===== src/rtl/tbs_pkg.sv =====
package tbs_pkg;

  typedef enum logic [1:0] {
    SQ_IDLE,
    SQ_ADDR,
    SQ_CMD,
    SQ_ACK
  } seq_t;

  typedef enum logic [1:0] {
    RG_MEM,
    RG_IO,
    RG_SPEC
  } region_t;

  typedef enum logic [2:0] {
    CM_NONE,
    CM_MRD,
    CM_MWR,
    CM_IORD,
    CM_IOWR,
    CM_INTA
  } cmd_t;

endpackage


===== src/rtl/tbs_sync.sv =====
module tbs_sync #(
  parameter int W      = 1,
  parameter int STAGES = 2
) (
  input  logic         clk,
  input  logic         rst,
  input  logic [W-1:0] d,
  output logic [W-1:0] q
);

  logic [W-1:0] pipe [STAGES];

  always_ff @(posedge clk) begin
    if (rst) begin
      for (int i = 0; i < STAGES; i++) pipe[i] <= '0;
    end else begin
      pipe[0] <= d;
      for (int i = 1; i < STAGES; i++) pipe[i] <= pipe[i-1];
    end
  end

  assign q = pipe[STAGES-1];

endmodule


===== src/rtl/tbs_addr_decode.sv =====
module tbs_addr_decode
  import tbs_pkg::*;
#(
  parameter int ADDR_W = 20,
  parameter int HI_W   = 4,
  parameter int OFF_W  = 4
) (
  input  logic [ADDR_W-1:0] addr,
  input  logic              wr,
  output region_t           region,
  output logic              needs_bus,
  output logic [OFF_W-1:0]  off,
  output cmd_t              cmd
);

  localparam int LO_W = ADDR_W - HI_W;

  logic top_ones;
  logic spec_hit;

  assign top_ones = &addr[ADDR_W-1:LO_W];
  assign spec_hit = &addr[ADDR_W-1:OFF_W];
  assign off      = addr[OFF_W-1:0];

  always_comb begin
    if (spec_hit)      region = RG_SPEC;
    else if (top_ones) region = RG_IO;
    else               region = RG_MEM;
  end

  assign needs_bus = (region != RG_SPEC) || (off == '0);

  always_comb begin
    case (region)
      RG_MEM:  cmd = wr ? CM_MWR : CM_MRD;
      RG_IO:   cmd = wr ? CM_IOWR : CM_IORD;
      RG_SPEC: cmd = (off == '0) ? CM_INTA : CM_NONE;
      default: cmd = CM_NONE;
    endcase
  end

endmodule


===== src/rtl/tbs_timeout.sv =====
module tbs_timeout #(
  parameter int TMO_CYC = 192
) (
  input  logic clk,
  input  logic rst,
  input  logic run,
  output logic expired
);

  localparam int CW = $clog2(TMO_CYC + 1);
  localparam logic [CW-1:0] LIMIT = CW'(TMO_CYC);

  logic [CW-1:0] cnt;

  always_ff @(posedge clk) begin
    if (rst || !run) cnt <= '0;
    else if (cnt != LIMIT) cnt <= cnt + 1'b1;
  end

  assign expired = run && (cnt == LIMIT);

endmodule


===== src/rtl/tag_bridge_seq.sv =====
module tag_bridge_seq
  import tbs_pkg::*;
#(
  parameter int DATA_W   = 16,
  parameter int HI_W     = 4,
  parameter int OFF_W    = 4,
  parameter int NUM_SPEC = 6,
  parameter int TMO_CYC  = 192
) (
  input  logic                       clk,
  input  logic                       rst,
  input  logic                       tag_a,
  input  logic                       tag_b,
  input  logic [HI_W-1:0]            link_addr_hi,
  input  logic [DATA_W-1:0]          link_bus_in,
  output logic [DATA_W-1:0]          link_bus_out,
  output logic                       link_bus_oe,
  output logic                       link_ack,
  output logic                       bus_req,
  input  logic                       bus_grant,
  output logic [DATA_W+HI_W-1:0]     sys_addr,
  output logic                       sys_byte,
  output logic [DATA_W-1:0]          sys_wdata,
  input  logic [DATA_W-1:0]          sys_rdata,
  input  logic                       sys_xack,
  output logic                       mem_rd,
  output logic                       mem_wr,
  output logic                       io_rd,
  output logic                       io_wr,
  output logic                       sys_inta,
  output logic [NUM_SPEC-1:0]        spec_sel,
  output logic                       spec_wr,
  output logic [DATA_W-1:0]          spec_wdata,
  output logic                       timeout_err
);

  localparam int ADDR_W = DATA_W + HI_W;
  localparam int BYTE_W = 8;

  seq_t              st;
  cmd_t              cmd_q;
  cmd_t              cmd_dec;
  region_t           region;
  logic              needs_bus;
  logic [OFF_W-1:0]  off;
  logic [ADDR_W-1:0] addr_q;
  logic              wr_q;
  logic [DATA_W-1:0] wdata_q;
  logic [DATA_W-1:0] rdata_q;
  logic              byte_q;
  logic [2:0]        sync_in;
  logic [2:0]        sync_out;
  logic              ta_s, tb_s, xack_s;
  logic              tmo_exp;
  logic              both_s, none_s;
  logic [NUM_SPEC-1:0] spec_hit;

  // Tags and the bus-slave acknowledge cross into the local clock
  assign sync_in = {sys_xack, tag_b, tag_a};

  tbs_sync #(.W(3), .STAGES(2)) u_sync (
    .clk (clk),
    .rst (rst),
    .d   (sync_in),
    .q   (sync_out)
  );

  assign ta_s   = sync_out[0];
  assign tb_s   = sync_out[1];
  assign xack_s = sync_out[2];
  assign both_s = ta_s && tb_s;
  assign none_s = !ta_s && !tb_s;

  tbs_addr_decode #(.ADDR_W(ADDR_W), .HI_W(HI_W), .OFF_W(OFF_W)) u_dec (
    .addr      (addr_q),
    .wr        (wr_q),
    .region    (region),
    .needs_bus (needs_bus),
    .off       (off),
    .cmd       (cmd_dec)
  );

  tbs_timeout #(.TMO_CYC(TMO_CYC)) u_tmo (
    .clk     (clk),
    .rst     (rst),
    .run     (st == SQ_CMD),
    .expired (tmo_exp)
  );

  // One decoded strobe per special-function offset
  for (genvar k = 0; k < NUM_SPEC; k++) begin : g_spec
    assign spec_hit[k] = (region == RG_SPEC) && (off == OFF_W'(k));
  end

  always_ff @(posedge clk) begin
    if (rst) begin
      st          <= SQ_IDLE;
      cmd_q       <= CM_NONE;
      addr_q      <= '0;
      wr_q        <= 1'b0;
      wdata_q     <= '0;
      rdata_q     <= '0;
      byte_q      <= 1'b0;
      bus_req     <= 1'b0;
      link_ack    <= 1'b0;
      link_bus_oe <= 1'b0;
      spec_sel    <= '0;
      timeout_err <= 1'b0;
    end else begin
      spec_sel <= '0;
      case (st)
        SQ_IDLE: begin
          if (ta_s || tb_s) begin
            addr_q <= {link_addr_hi, link_bus_in};
            wr_q   <= ta_s;
            st     <= SQ_ADDR;
          end
        end
        SQ_ADDR: begin
          if (none_s) begin
            bus_req <= 1'b0;
            st      <= SQ_IDLE;
          end else begin
            bus_req <= needs_bus;
            if (both_s) begin
              wdata_q <= link_bus_in;
              byte_q  <= link_addr_hi[HI_W-1];
              if (!needs_bus) begin
                spec_sel    <= spec_hit;
                rdata_q     <= '0;
                link_ack    <= 1'b1;
                link_bus_oe <= !wr_q;
                st          <= SQ_ACK;
              end else if (bus_req && bus_grant) begin
                spec_sel <= spec_hit;
                cmd_q    <= cmd_dec;
                st       <= SQ_CMD;
              end
            end
          end
        end
        SQ_CMD: begin
          if (xack_s || tmo_exp) begin
            if (xack_s) begin
              rdata_q <= byte_q ? {{(DATA_W-BYTE_W){1'b0}}, sys_rdata[BYTE_W-1:0]}
                                : sys_rdata;
            end else begin
              rdata_q     <= '0;
              timeout_err <= 1'b1;
            end
            cmd_q       <= CM_NONE;
            bus_req     <= 1'b0;
            link_ack    <= 1'b1;
            link_bus_oe <= !wr_q;
            st          <= SQ_ACK;
          end
        end
        SQ_ACK: begin
          if (none_s) begin
            link_ack    <= 1'b0;
            link_bus_oe <= 1'b0;
            st          <= SQ_IDLE;
          end
        end
        default: st <= SQ_IDLE;
      endcase
    end
  end

  assign mem_rd       = (cmd_q == CM_MRD);
  assign mem_wr       = (cmd_q == CM_MWR);
  assign io_rd        = (cmd_q == CM_IORD);
  assign io_wr        = (cmd_q == CM_IOWR);
  assign sys_inta     = (cmd_q == CM_INTA);
  assign sys_addr     = addr_q;
  assign sys_byte     = byte_q;
  assign sys_wdata    = wdata_q;
  assign spec_wr      = wr_q;
  assign spec_wdata   = wdata_q;
  assign link_bus_out = rdata_q;

endmodule


===== config.mk =====
export PLATFORM = sky130hd
export DESIGN_NAME = tag_bridge_seq
export DESIGN_NICKNAME = d
export VERILOG_FILES = /design/src/rtl/tbs_pkg.sv /design/src/rtl/tbs_sync.sv /design/src/rtl/tbs_addr_decode.sv /design/src/rtl/tbs_timeout.sv /design/src/rtl/tag_bridge_seq.sv
export SDC_FILE = /design/constraint.sdc
export NUM_CORES = 1
export LEC_CHECK = 0
export CORE_MARGIN = 2
export CORE_UTILIZATION = 30
export DETAILED_ROUTE_END_ITERATION = 6
export DONT_BUFFER_PORTS = 1
export PLACE_DENSITY_LB_ADDON = 0.15
export SLEW_MARGIN = 5
export SYNTH_ARGS = -nofsm -noshare
export SYNTH_HDL_FRONTEND = slang
export SYNTH_SLANG_ARGS = --single-unit

===== constraint.sdc =====
create_clock -name clk -period 2 [get_ports clk]
set_clock_uncertainty 0.05 [all_clocks]
set_input_delay 0.2 -clock clk [delete_from_list [all_inputs] [get_ports clk]]
set_output_delay 0.2 -clock clk [all_outputs]
set_load 0.005 [all_outputs]

### Word-level counts from Yosys, hierarchy flattened

Memory sizes are Yosys's and may differ from the RTL's.
Index checks and enable logic that the tools add are counted.

* output and inout bits: 85
* logic and storage cells: 131
* input port bits: 42
* memory bits (writable): 6
* bits in latches: 0
* ROM bits: 0
* flip-flop bits (word level): 77
* memories: 1

Memories
* u_sync.pipe: words 2, width 3, read ports 2, clocked after Yosys merged registers in 0, wr ports 2, line tbs_sync.sv:11 `logic [W-1:0] pipe [STAGES];`

* shift-type cells: 0
* eq/ne operators: 28
* multiplexer cells: 48
* bitwise logic cells: 6
* divide/modulo/power cells: 0
* order comparisons: 0
* reduce and logical (&&, ||, !) cells: 34
* multiply operators: 0
* $add $sub $neg: 1

Operators by type and width (number)
* $mux 16: 6
* $pmux 16 s2: 1
* $mux 3: 9
* $mux 2: 9
* $ne 2x2->1 const B: 9
* $reduce_and 16->1: 1
* $mux 1: 15
* $mux 6: 2
* $reduce_and 6->1: 2
* $logic_and 1x1->1: 10
* $reduce_and 5->1: 2
* $pmux 3 s3: 1
* $add 8x1->8 const B: 1
* $eq 4x2->1 const B: 2
* $eq 4x3->1 const B: 2
* $eq 8x8->1 const B: 1
* $ne 8x8->1 const B: 1
* $pmux 2 s4: 1
* $eq 2x2->1 const B: 3
* $eq 3x2->1 const B: 2
* $eq 3x3->1 const B: 2
* $pmux 1 s3: 2
* $pmux 3 s2: 1
* $reduce_and 3->1: 2
* 17 further kinds: 30

### Logic depth before layout (Yosys ltp)

* depth in word-level cells: 10
* mapped depth: 8
* depth with buffers taken out: 7

### By module

From an unflattened synthesis, not the netlist that was laid out.

* cell total of the unflattened synthesis: 389
* area total of the unflattened synthesis: 3464.6 sq um

Modules (own cells, without submodules)
* tag_bridge_seq: times used 1, cells an instance 307, area an instance 2697.6 sq um
* tbs_timeout: times used 1, cells an instance 45, area an instance 399.1 sq um
* tbs_addr_decode: times used 1, cells an instance 22, area an instance 187.7 sq um
* tbs_sync: times used 1, cells an instance 15, area an instance 180.2 sq um

### Worst setup path after synthesis

No wires, ideal clock.

* kind: flip-flop to flip-flop
* start: register u_tmo.cnt[0]
* end: register rdata_q[5] (netlist: link_bus_out[5])
* buffers on the path: 1
* period minus slack after synthesis: 2123 ps
* setup time: 117 ps
* setup slack: -123 ps
* stages on the path, launching flop included: 9
* arrival time: 1957 ps
* cells stage by stage: dfxtp_1 > inv_1 > ha_1 > or4b_1 > nor3_2 > o21ai_2 > o211a_4 > buf_6 > a22o_1

* longest elaborated chain between the ends: 5

Ends and longest elaborated chain
* start: declaration: line tbs_timeout.sv:13 `logic [CW-1:0] cnt;`
* start signal: assignment: line tbs_timeout.sv:17 `else if (cnt != LIMIT) cnt <= cnt + 1'b1;`
* $eq 8x8->1: line tbs_timeout.sv:20 `assign expired = run && (cnt == LIMIT);`
* $logic_and 1x1->1: line tbs_timeout.sv:20
* $logic_or 1x1->1: line tag_bridge_seq.sv:143 `if (xack_s || tmo_exp) begin`
* $ne 2x2->1 (no line)
* $reduce_and 5->1 (no line)
* end signal: assignment: line tag_bridge_seq.sv:145 `rdata_q <= byte_q ? {{(DATA_W-BYTE_W){1'b0}}, sys_rdata[BYTE_W-1:0]}`
* end: declaration: line tag_bridge_seq.sv:49 `logic [DATA_W-1:0] rdata_q;`

No other way between the ends.
A chain may end at the register's enable or synchronous reset.

### Worst setup path in the final report

* start: register addr_q[10] (netlist: sys_addr[10])
* end: register rdata_q[4] (netlist: link_bus_out[4])

* longest elaborated chain between the ends: 6

Ends and longest elaborated chain
* start: declaration: line tag_bridge_seq.sv:46 `logic [ADDR_W-1:0] addr_q;`
* start signal: assignment: line tag_bridge_seq.sv:114 `addr_q <= {link_addr_hi, link_bus_in};`
* $reduce_and 16->1: line tbs_addr_decode.sv:22 `assign spec_hit = &addr[ADDR_W-1:OFF_W];`
* $mux 2: line tbs_addr_decode.sv:26 `if (spec_hit) region = RG_SPEC;`
* $ne 2x2->1: line tbs_addr_decode.sv:31 `assign needs_bus = (region != RG_SPEC) || (off == '0);`
* $logic_or 1x1->1: line tbs_addr_decode.sv:31
* $ne 2x2->1 (no line)
* $reduce_and 5->1 (no line)

No other way between the ends.

==> metrics.md <==
| Metric | Value |
|---|---|
| Status | finished, final reports clean |
| RSZ-0062 raised after global routing | yes |
| Setup Viol. Count Final | 0 |
| Worst setup SP type | flop |
| Critical-path top delay cell | or4_4 |
| Antenna violations before repair | 1 |
| Pwr dens | around 760 nW/um2 |
| Number of flops mapped to enable cells by yosys | 0 |
| CP Max Fanout | 8 |
| Synthesized Nets | 424 |
| Worst r2r src | sys_addr[10] |
| Worst setup EP type | flop |
| Cells along the critical path | nand4_1, or4_4, or2_4, o211a_4, a22o_1 |
| RD Place Congestion | 0.808 |
| First-pass GRT wire length | 13400 um |
| CTS root buffer | clkbuf_8 |
| Via Count | 2716 |
| CP required | 2190 ps |
| Most frequent cells in the layout | 89 x nand2_1, 72 x dfxtp_1, 41 x a21oi_1, 41 x dlygate4sd3_1, 33 x buf_4 |
| Hold Startpoint | rst |
| Final min period | 1950 ps |
| Worst VDD drop | 0.000325 V |
| Setup CP Type | reg -> reg |
| Clock sink total | 83 |
| F_max | 512 MHz |
| Share of cells above drive strength 1 | 0.171 |
| H-Tree Depth | 3 |
| Peak per-stage delay on the critical path | approximately 600 ps |
| DR WL met2 | 3950 um |
| Pin count of the biggest net entering global routing | 53 |
| Commonest non-fill, non-tap cell in the layout | nand2_1 |
| Async S/R FF share, synth | 0 |
| Nets | 475 |
| Main synth FF type | dfxtp_1 |
| Non-Filler Instances | between 500 and 600 |
| Reg2reg path depth | 5 |
| Max layer used | met4 |
| Worst endpoint data arrival time | 2150 ps |
| First DRT Iteration DRCs | around 110 |
| Port Buf Inserts | 0 |
| First-pass DRT Iterations | 4 |
| Lkg Pwr | around 1.5 nW |
| HP Class | in -> reg |
| Synth area leaders | dfxtp_1 50%, nand2_1 10%, a21oi_1 6.4%, a22o_1 4.3%, buf_4 3.6% |
| Cell Area, Placed | 3530 um2 |
| Reg2reg end | link_bus_out[4] |
| Die area | ~12000 um2 |
| Mean Syn Cell Area | 8.74 um2 |
| Met3 routed WL | about 720 um |
| Hold Crit Depth | 2 |
| Die height | 109 um |
| WL per Instance | 15.3 um |
| GRT overflow | 0 |
| CTS clock-pin slew for the worst setup and hold paths | 90 ps |
| DRT Wirelength | between 8000 and 9000 um |
| Cell Area, Synth | 3290 um2 |
| Fill count | 1103 |
| Clock Path Buffers | 2 |
| Area occupied by multi-input gates | between 1000 and 1500 um2 |
| Cells after Synth | 377 |
| Gr usage total | 0.148 |
| Area Overhead vs Synth | 27.7% |
| Vias in the first global route | 2686 |
| Synth unique cells | 45 |
| Starting Density | 0.305 |
| Max Cap Viol | 0 |
| Final instance area | 4210 um2 |
| Hold endpoint | spec_sel[0] |
| Yosys warns | 0 |
| TritonCTS clock tree | done |
| DR DRC count | 0 |
| Sequential area share after synthesis | 0.504 |
| Share of the synthesized area in the top cell type | 0.504 |
| FP Rows | 38 |
| Least-Margin Pin Slew | about 560 ps |
| Inserted Clock Buffers | 9 |
| IO Count | 127 |
| Met1 Wirelength | approximately 4000 um |
| Largest area contributor in the netlist | dfxtp_1 |
| Worst skew pair latency | 350 ps |
| Tot Pwr | 3.19 mW |
| FF+latch count, synth | 83 |
| Reg area | 1680 um2 |
| DRT antenna net count | 0 |
| Number of diodes | 0 |
| Reg2reg setup slack | 50 ps |
| Core footprint | between 10000 and 15000 um2 |
| Final hold vios | 0 |
| Slew headroom | 0.626 |
| Die Wd | between 100 and 150 um |
| Vias per std cell | 4.75 |
| Placed cells | 513 |
| Final HPWL DP | 5730 um |
| Slew Viols, Final | 0 |
| Final worst path period share | 0.976 |
-- cell families after synthesis --
kind of cell,synth area share
AND/OR/NAND/NOR,0.231
flip-flops,0.504
AO/OA/AOI/OAI,0.144
buffers and inverters,0.0741
XOR/XNOR,0.0186
adder cells (fa/ha/maj),0.0190
multiplexers,0.00912
-- per-layer routing --
layer  vias to the layer above  track usage
li1                       1371            -
met1                      1235        0.186
met2                        96        0.232
met3                        14       0.0604
met4                         0       0.0467
met5                         -            0
-- synth_stat cells (2+ instances only) --
cell / number
mux2i_1: 3
nor3_1: 4
inv_1: 9
nor4_1: 3
nor2_1: 20
nand2_1: 89
nor3b_1: 3
and3b_1: 2
dfxtp_1: 83
nand2b_1: 3
or3_1: 3
o21ai_0: 3
or2_2: 2
ha_1: 5
buf_4: 16
and3_1: 3
nor2b_1: 8
a22o_1: 16
nand3_1: 9
clkbuf_1: 18
a21oi_1: 42
buf_6: 2
xor2_1: 5
xnor2_1: 2
nand4_1: 4
-- metrics by stage --
stage | hold slack [ps] | setup TNS, ps | setup WS, ps | utilization
global placement | 219 | 0 | 71.4 | 0.327
CTS | 47.2 | 0 | 10.2 | 0.386
floorplan | 278 | -357 | -35.7 | -
detailed placement | 218 | 0 | 28.2 | 0.327
global route | 58.5 | -189 | -30.2 | 0.390
finish | 57.5 | 0 | 47.8 | 0.390
-- critical path: cells and delay by family (launching register included) --
kind	cells	cell delay [ps]
simple gates	3	980
flops	1	330
compound gates	2	480
-- layout make-up --
cell class | count | area share
flip-flops and latches | 83 | 0.398
repair buffers | 75 | 0.161
clock inverters | 5 | 0.0149
inverters | 9 | 0.00803
well taps | 140 | 0.0416
multi-input cells | 250 | 0.343
clock buffers | 10 | 0.0327
-- where the power goes --
group / internal, mW / switching [mW]
Combinational: 0.127 / 0.121
Clock: 0.611 / 0.619
Sequential: 1.68 / 0.0290
-- how the worst max path moves through the flow --
stage / endpoint / from
after global routing: link_bus_out[9] / sys_addr[10]
after global placement: spec_sel[5] / sys_addr[4]
after detailed placement: link_bus_out[6] / sys_addr[10]
final: link_bus_out[4] / sys_addr[10]
after CTS: link_bus_out[6] / sys_addr[10]
after floorplan: link_bus_out[5] / sys_addr[10]
-- registers in the layout, summed over array words and instances (netlist names), named ones only --
register	cells
link_bus_oe	1
u_tmo.cnt	8
spec_sel	6
sys_addr	20
sys_byte	1
bus_req	1
link_ack	1
spec_wdata	16
st	1
cmd_q	3
timeout_err	1
u_sync.pipe	6
spec_wr	1
link_bus_out	16
-- timing repair --
| action | in CTS | in global routing |
|---|---|---|
| hold buffers | 42 | 0 |
| endpoints found under the setup margin | 0 | 20 |
| gates resized for setup | 0 | 5 |
| hold endpoints to repair | 69 | 0 |
| buffers inserted | 0 | 1 |
No activity file was read; power rests on OpenSTA's default activity.
